<file path="src/rtl/logic_unit_pkg.sv">
// Package: shared opcode encoding and decoded-control type for the logic unit.
// Assumes a 4-bit opcode; codes above OPC_TST_I are undefined.
package logic_unit_pkg;

    localparam int OP_W = 4;

    typedef enum logic [OP_W-1:0] {
        OPC_AND_R = 4'd0,
        OPC_OR_R  = 4'd1,
        OPC_XOR_R = 4'd2,
        OPC_NOT_R = 4'd3,
        OPC_TST_R = 4'd4,
        OPC_AND_I = 4'd5,
        OPC_OR_I  = 4'd6,
        OPC_XOR_I = 4'd7,
        OPC_TST_I = 4'd8
    } opcode_e;

    typedef enum logic [1:0] {
        FN_AND = 2'd0,
        FN_OR  = 2'd1,
        FN_XOR = 2'd2,
        FN_NOT = 2'd3
    } bit_fn_e;

    typedef struct packed {
        logic    legal;      // opcode has a defined function
        logic    use_imm;    // second operand is the immediate, destination is r0
        logic    imm_sext;   // immediate is sign-extended instead of zero-extended
        logic    writes_reg; // result goes to a general register
        logic    writes_t;   // zero test goes to the T flag
        bit_fn_e fn;         // bitwise function applied
    } lu_ctrl_t;

endpackage

</file>
<file path="src/rtl/lu_decode.sv">
// Module: lu_decode
// Turns the raw opcode into control flags. Purely combinational.
// Assumes undefined codes leave every flag low.
module lu_decode
    import logic_unit_pkg::*;
(
    input  logic [OP_W-1:0] op_i,
    output lu_ctrl_t        ctrl_o
);

    // Map each defined opcode to its control flags.
    always_comb begin
        ctrl_o    = '0;
        ctrl_o.fn = FN_AND;
        case (op_i)
            OPC_AND_R: begin ctrl_o.legal = 1'b1; ctrl_o.writes_reg = 1'b1; ctrl_o.fn = FN_AND; end
            OPC_OR_R:  begin ctrl_o.legal = 1'b1; ctrl_o.writes_reg = 1'b1; ctrl_o.fn = FN_OR;  end
            OPC_XOR_R: begin ctrl_o.legal = 1'b1; ctrl_o.writes_reg = 1'b1; ctrl_o.fn = FN_XOR; end
            OPC_NOT_R: begin ctrl_o.legal = 1'b1; ctrl_o.writes_reg = 1'b1; ctrl_o.fn = FN_NOT; end
            OPC_TST_R: begin ctrl_o.legal = 1'b1; ctrl_o.writes_t   = 1'b1; ctrl_o.fn = FN_AND; end
            OPC_AND_I: begin
                ctrl_o.legal = 1'b1; ctrl_o.writes_reg = 1'b1; ctrl_o.use_imm = 1'b1; ctrl_o.fn = FN_AND;
            end
            OPC_OR_I: begin
                ctrl_o.legal = 1'b1; ctrl_o.writes_reg = 1'b1; ctrl_o.use_imm = 1'b1; ctrl_o.fn = FN_OR;
            end
            OPC_XOR_I: begin
                ctrl_o.legal = 1'b1; ctrl_o.writes_reg = 1'b1; ctrl_o.use_imm = 1'b1; ctrl_o.fn = FN_XOR;
            end
            OPC_TST_I: begin
                ctrl_o.legal = 1'b1; ctrl_o.writes_t = 1'b1; ctrl_o.use_imm = 1'b1;
                ctrl_o.imm_sext = 1'b1; ctrl_o.fn = FN_AND;
            end
            default: ;
        endcase
    end

endmodule

</file>
<file path="src/rtl/lu_operand.sv">
// Module: lu_operand
// Chooses the second operand: the source register, or the immediate
// widened to DATA_W with zero or sign fill. Assumes IMM_W < DATA_W.
module lu_operand #(
    parameter int DATA_W = 32,
    parameter int IMM_W  = 8
) (
    input  logic [DATA_W-1:0] rm_i,
    input  logic [IMM_W-1:0]  imm_i,
    input  logic              use_imm_i,
    input  logic              sext_i,
    output logic [DATA_W-1:0] opb_o
);

    localparam int FILL_W = DATA_W - IMM_W;

    logic              fill_bit;
    logic [DATA_W-1:0] imm_wide;

    // Widen the immediate with the selected fill.
    always_comb begin
        fill_bit = sext_i & imm_i[IMM_W-1];
        imm_wide = {{FILL_W{fill_bit}}, imm_i};
    end

    // Select register or immediate as the second operand.
    always_comb begin
        opb_o = use_imm_i ? imm_wide : rm_i;
    end

endmodule

</file>
<file path="src/rtl/lu_bitops.sv">
// Module: lu_bitops
// Applies the bitwise function and flags an all-zero AND result.
// The zero detect is split into CHUNK_W lanes whose flags are then combined.
// Assumes DATA_W is a multiple of CHUNK_W.
module lu_bitops
    import logic_unit_pkg::*;
#(
    parameter int DATA_W  = 32,
    parameter int CHUNK_W = 8
) (
    input  logic [DATA_W-1:0] a_i,
    input  logic [DATA_W-1:0] b_i,
    input  bit_fn_e           fn_i,
    output logic [DATA_W-1:0] res_o,
    output logic              and_zero_o
);

    localparam int N_CHUNK = DATA_W / CHUNK_W;

    logic [DATA_W-1:0]  and_v;
    logic [N_CHUNK-1:0] lane_nz;

    assign and_v = a_i & b_i;

    // Per-lane nonzero flags for the test result.
    for (genvar g = 0; g < N_CHUNK; g++) begin : g_lane
        assign lane_nz[g] = |and_v[g*CHUNK_W +: CHUNK_W];
    end

    // Combine the lane flags into one zero indication.
    always_comb begin
        and_zero_o = ~(|lane_nz);
    end

    // Apply the selected bitwise function.
    always_comb begin
        case (fn_i)
            FN_AND:  res_o = and_v;
            FN_OR:   res_o = a_i | b_i;
            FN_XOR:  res_o = a_i ^ b_i;
            default: res_o = ~b_i;
        endcase
    end

endmodule

</file>
<file path="src/rtl/logic_unit.sv">
// Module: logic_unit (top)
// Bitwise logic execution unit with a T-flag test. An operation accepted on
// in_valid is decoded, its operand is selected and its result computed in
// one cycle. Results and strobes are registered and appear on the following
// cycle. Assumes the caller drives register 0 on in_rn for immediate forms.
module logic_unit
    import logic_unit_pkg::*;
#(
    parameter int DATA_W  = 32,
    parameter int IMM_W   = 8,
    parameter int CHUNK_W = 8
) (
    input  logic              clk,
    input  logic              rst_n,
    input  logic              in_valid,
    input  logic [OP_W-1:0]   in_op,
    input  logic [DATA_W-1:0] in_rn,
    input  logic [DATA_W-1:0] in_rm,
    input  logic [IMM_W-1:0]  in_imm,
    output logic              out_wr_en,
    output logic              out_wr_r0,
    output logic [DATA_W-1:0] out_result,
    output logic              out_t_we,
    output logic              out_t_val,
    output logic              out_illegal
);

    lu_ctrl_t          ctrl;
    logic [DATA_W-1:0] opb;
    logic [DATA_W-1:0] res;
    logic              and_zero;
    logic              take_reg;
    logic              take_t;
    logic              take_bad;

    lu_decode u_decode (
        .op_i   (in_op),
        .ctrl_o (ctrl)
    );

    lu_operand #(.DATA_W(DATA_W), .IMM_W(IMM_W)) u_operand (
        .rm_i      (in_rm),
        .imm_i     (in_imm),
        .use_imm_i (ctrl.use_imm),
        .sext_i    (ctrl.imm_sext),
        .opb_o     (opb)
    );

    lu_bitops #(.DATA_W(DATA_W), .CHUNK_W(CHUNK_W)) u_bitops (
        .a_i        (in_rn),
        .b_i        (opb),
        .fn_i       (ctrl.fn),
        .res_o      (res),
        .and_zero_o (and_zero)
    );

    // Qualify the decoded effects with the valid strobe.
    always_comb begin
        take_reg = in_valid & ctrl.legal & ctrl.writes_reg;
        take_t   = in_valid & ctrl.legal & ctrl.writes_t;
        take_bad = in_valid & ~ctrl.legal;
    end

    // Register strobes, result and T value for the next cycle.
    always_ff @(posedge clk) begin
        if (!rst_n) begin
            out_wr_en   <= 1'b0;
            out_wr_r0   <= 1'b0;
            out_result  <= '0;
            out_t_we    <= 1'b0;
            out_t_val   <= 1'b0;
            out_illegal <= 1'b0;
        end else begin
            out_wr_en   <= take_reg;
            out_wr_r0   <= take_reg & ctrl.use_imm;
            out_t_we    <= take_t;
            out_illegal <= take_bad;
            if (take_reg) begin
                out_result <= res;
            end
            if (take_t) begin
                out_t_val <= and_zero;
            end
        end
    end

endmodule

</file>
<file path="config.mk">
export PLATFORM = sky130hd
export DESIGN_NAME = logic_unit
export DESIGN_NICKNAME = d
export VERILOG_FILES = /design/src/rtl/logic_unit_pkg.sv /design/src/rtl/lu_decode.sv /design/src/rtl/lu_operand.sv /design/src/rtl/lu_bitops.sv /design/src/rtl/logic_unit.sv
export SDC_FILE = /design/constraint.sdc
export NUM_CORES = 1
export LEC_CHECK = 0
export BUFFER_PORTS_ARGS = -buffer_cell sky130_fd_sc_hd__buf_4
export CORE_ASPECT_RATIO = 1.25
export CORE_MARGIN = 1.5
export CORE_UTILIZATION = 45
export CTS_CLUSTER_DIAMETER = 200
export DETAILED_ROUTE_END_ITERATION = 10
export MAX_ROUTING_LAYER = met4
export PLACE_DENSITY = 0.71
export REMOVE_ABC_BUFFERS = 1
export SYNTH_ARGS = -nofsm -noshare
export SYNTH_HDL_FRONTEND = slang
export SYNTH_SLANG_ARGS = --single-unit
</file>
<file path="constraint.sdc">
create_clock -name clk -period 3.7 [get_ports clk]
set_input_delay 0.37 -clock clk [delete_from_list [all_inputs] [get_ports clk]]
set_output_delay 0.37 -clock clk [all_outputs]
set_load 0.01 [all_outputs]
</file>
# Yosys cells after proc, flatten, opt, wreduce, memory -nomap -nowiden
# Cells that the tools add are included.
[totals] ff_bits=37 input_bits=79 elab_cells=45
[op_classes] eq_ne=10 n_mux=8 bitwise=12 n_reduce_logical=9
[ops] op="case mux 32 bit (3 select lines)" n=1
[ops] op="bitwise AND 32 bit" n=1
[ops] op="2-to-1 mux 32 bit" n=1
[ops] op="inverter 32 bit" n=1
[ops] op="OR 32 bit" n=1
[ops] op="OR reduction 32 bit" n=1
[ops] op="XOR 32 bit" n=1
[ops] op="equality test 4 x 3 -> 1 bit, second input constant" n=4
[ops] op="OR reduction 9 bit" n=1
[ops] op="equality test 4 x 2 -> 1 bit, second input constant" n=2
[ops] op="OR reduction 7 bit" n=1
[ops] op="bitwise AND 1 bit" n=6
[ops] op="case mux 2 bit (3 select lines)" n=1
[ops] op="OR reduction 2 bit" n=3
[ops] op="2-to-1 mux 1 bit" n=5
[ops] op="equality test 4 x 1 -> 1 bit, second input constant" n=1
[ops] op="equality test 4 bit, second input constant" n=1
[ops] op="zero test 4 bit" n=1
[ops] op="OR reduction 4 bit" n=1
[ops] op="equality test 2 x 1 -> 1 bit, second input constant" n=1
[ops] op="equality test 2 bit, second input constant" n=1
[ops] op="zero test 2 bit" n=1
[ops] op="inverter 1 bit" n=2

# Logic depth before layout (Yosys ltp)
[depth] word_depth=7 mapped_depth=12 mapped_depth_nobuf=9

# Hierarchy
# From an unflattened synthesis, not the netlist that was laid out.
[unflattened] hier_cells=444 area_unflattened_um2=3990.1
[by_module_without_submodules] mod="lu_bitops" n_inst=1 cells_each=214 area_each_um2=2057.0 seq_area_each_um2=0.0
[by_module_without_submodules] mod="logic_unit" n_inst=1 cells_each=155 area_each_um2=1473.9 seq_area_each_um2=740.7
[by_module_without_submodules] mod="lu_operand" n_inst=1 cells_each=62 area_each_um2=372.9 seq_area_each_um2=0.0
[by_module_without_submodules] mod="lu_decode" n_inst=1 cells_each=13 area_each_um2=86.3 seq_area_each_um2=0.0

# Worst setup path before layout
# No wires, ideal clock.
[synth_timing] kind="input port to flip-flop" start="input in_op[3]" end="register out_t_val" setup_time_ns=0.070 t_arrival_ns=2.307 required_time_ns=3.630 slack_ns=1.323 path_stages=12 path_buffers=3 path_cell_list="buf_4 -> nand2b_1 -> nor2_1 -> a21o_1 -> buf_2 -> buf_6 -> mux2_1 -> ha_1 -> nor4_1 -> nand4_1 -> nor2_1 -> o2bb2ai_1"
[synth_via] elab_chain_cells=7 elab_cells_between_ends=23
[synth_rtl] item="from (decl)" line_no="logic_unit.sv:16" rtl="input logic [OP_W-1:0] in_op,"
[synth_rtl] item="equality test 4 x 3 -> 1 bit or equality test 4 bit (tied branches)" line_no="lu_decode.sv:15" rtl="case (op_i)"
[synth_rtl] item="OR reduction 4 bit (no source line) or 2-to-1 mux 1 bit (tied branches)"
[synth_rtl] item="2-to-1 mux 1 bit or bitwise AND 1 bit (tied branches)" line_no="lu_decode.sv:15, lu_operand.sv:22"
[synth_rtl] item="2-to-1 mux 32 bit" line_no="lu_operand.sv:28" rtl="opb_o = use_imm_i ? imm_wide : rm_i;"
[synth_rtl] item="bitwise AND 32 bit" line_no="lu_bitops.sv:23" rtl="assign and_v = a_i & b_i;"
[synth_rtl] item="OR reduction 32 bit" line_no="lu_bitops.sv:32" rtl="and_zero_o = ~(|lane_nz);"
[synth_rtl] item="inverter 1 bit" line_no="lu_bitops.sv:32"
[synth_rtl] item="to (signal assigned)" line_no="logic_unit.sv:82" rtl="out_t_val <= and_zero;"
[synth_rtl] item="to (decl)" line_no="logic_unit.sv:24" rtl="output logic out_t_val,"
# Several ways; a longest one is shown, not always the timed one.
# A chain may end at the register's enable or synchronous reset.

# Worst setup path in the final report
# Ends and elaborated chain as after synthesis.

==> reports/metrics.cfg <==
[outcome]
run_status = finished, final reports clean

[critical_path]
rrSetupSlack_ps = 2990
reg2reg_depth = 2
reg2reg_to = out_result[19]
r2r_start = out_result[19]
critical_path_class = in -> reg
crit_arrival_ps = 2850
worst_setup_path_end_kind = flip-flop
cp_max_fo = 32
crit_required_ps = 3930
cp-start-kind = input pin

[sta]
holdWs_ps = 340
rsz0062_at_grt = no
period_minus_slack_ps = 2620
finalCritPeriodShare = 0.708
setup_tns_ps = 0
tightest_slew_ps = 1250
slew_viol_final = 0
hold_violations = 0
timing.fmax_mhz = 382
fin_skew_ps = 0
relSlewSlack = 0.168
setup_viol = 0

[pwr]
swShare = 0.355
ir_drop_mv = 0.163
p_leak_nw = 2.25
p_total_mw = 1.22
power_density_mw_per_mm2 = 251
internal_power_mw = 0.784
sequentialPowerShare = 0.360
clockPowerShare = 0.240
pwr-share-comb = 0.400
power_switching_mw = 0.432

[run]
cap_violations = 0

[placed_design]
port_buffers = 115
gp_congestion = 0.855
hpwlAfterDp_um = 7620
dp.cells = 649
dpl_cell_area_mm2 = 0.00477

[routing]
ant_nets = 0
wl_per_cell_um = 16.6
route.detailed.drc = 0
wl_um = 10900
dr.pass1.iters = 4
viasPerCell = 5.68
drtIter0Drc = 122
via_count = 3731

[global_routing]
antenna_found_initial = 0
busiest_layer = met2
grt_pass1_wl_um = 17400
use_met2 = 0.416
grt_use_total = 0.244
grt_pass1_vias = 3572
grt_overflow = 0
grtUsageMet3 = 0.0223
use_met1 = 0.302
grt_max_degree = 47

[finish]
fin_cells = 657
drive_gt1_frac = 0.338
nFillCells = 774
finalNetCount = 702
n_antenna_cell = 0
area_growth_pct = 24.7
fin_area_mm2 = 0.00485

[clock_network]
post_cts_buffers = 0
cts_tree = done
clock_path_buffers = 2
htreeDepth = 2
ctsRootBufferMaster = clkbuf_8
cts_resized = 0
cts_hold_buf = 0
clock_sinks = 37
path_clk_slew_ps = 80
clk_latency_ps = 290
cts_buffers = 5

[worst_hold_path]
min-delay-start = in_valid
worstHoldPathCells = 3
hold_class = in -> reg
holdPathEnd = out_illegal

[synth]
yosysTopAreaCell = ha_1
ys_types = 41
synth.area.top_cells = ha_1, dfxtp_1, a22oi_2
synthCells = 464
yosys.cell_count.top_type = inv_1
ys_seq_elements = 37
synth_commonest_cells = inv_1, ha_1, dfxtp_1
dominantRegCellSynth = dfxtp_1
yosysWarnings = 0
syn_avg_cell_area_um2 = 8.38
synthArstFlopShare = 0
synth_top_area_share = 0.206
synth_edf_count = 0
synth_seq_area_share = 0.190
synth_area_mm2 = 0.00389

[floorplan]
io_pins = 116
coreArea_mm2 = 0.00833
initial_utilization = 0.467
die_w_um = 86.2
fp-row-count = 37
dieHeight_um = 107
die_area_mm2 = 0.00921

## area by class of cell
type                       instances  area [um^2]  area share
multi-input combinational        327         2740       0.566
timing repair buffer             122          916       0.189
sequential                        37          741       0.153
inverter                          66          248      0.0511
tap                               97          121      0.0250
clock buffer                       8         80.1      0.0165
## logic make-up after synthesis
kind of cell               Yosys count  synth area share
muxes                               16            0.0437
xor gates and xnor gates             1           0.00225
buffers and inverters              100             0.111
AOI/OAI and AO/OA                  181             0.360
DFF                                 37             0.190
adders and majority gates           64             0.206
and+or+nand+nor                     65            0.0875
## cell usage in the layout (no fill, tap or decap), drive strengths merged, types with 2 or more instances in the layout
master and count:
mux2i 8, a211oi 33, ha 64, clkbuf 8, nand3b 2, o21a 23
nor2 38, o21ai 55, inv 66, mux2 8, nor3 2, a21oi 34
and2 3, nor2b 3, nor4 8, buf 122, a22oi 32, nand4 2
dfxtp 37
## how the worst max path moves through the flow
stage	start	end	depth (start not counted)
after floorplan	in_op[0]	out_result[0]	4
after global placement	in_op[3]	out_t_val	10
after detailed placement	in_op[3]	out_t_val	10
after CTS	in_op[3]	out_t_val	10
after global routing	in_op[3]	out_t_val	10
final	in_op[3]	out_t_val	10
## state kept, by name (all words and copies together), names as in the netlist
| signal | count |
|---|---|
| out_wr_r0 | 1 |
| out_wr_en | 1 |
| out_result | 32 |
| out_t_we | 1 |
| out_t_val | 1 |
| out_illegal | 1 |
## metal layers
| layer | share of wire | vias to the layer above |
|---|---|---|
| li1 | - | 1821 |
| met1 | 0.43 | 1795 |
| met2 | 0.52 | 106 |
| met3 | 0.041 | 9 |
| met4 | 0.0099 | 0 |
| met5 | 0 | - |
## critical path, cell delays in order
cell       delay (ps)
buf_4             160
nand2b_1          170
nor2_1            210
a21o_2            620
mux2_1            390
ha_1              200
nor4_1            350
nand4_1           160
nor2_1            120
o2bb2ai_1         110
## through the flow
| stage | setup slack, ps | util |
|---|---|---|
| detailed placement | 756 | 0.572 |
| finish | 1080 | 0.582 |
| global placement | 813 | 0.572 |
| floorplan | 634 | - |
| CTS | 1060 | 0.582 |
| global route | 834 | 0.582 |
## power groups by stage
| stage | logic (mW) | registers (mW) | clock network, mW |
|---|---|---|---|
| 6_report | 0.486 | 0.438 | 0.292 |
| 5_1_grt | 0.539 | 0.440 | 0.318 |
| 4_1_cts | 0.489 | 0.438 | 0.300 |
| 3_5_place_dp | 0.487 | 0.447 | 0 |
| 3_3_place_gp | 0.471 | 0.447 | 0 |
| 2_1_floorplan | 0.269 | 0.456 | 0 |
(Power assumes the default switching activity.)
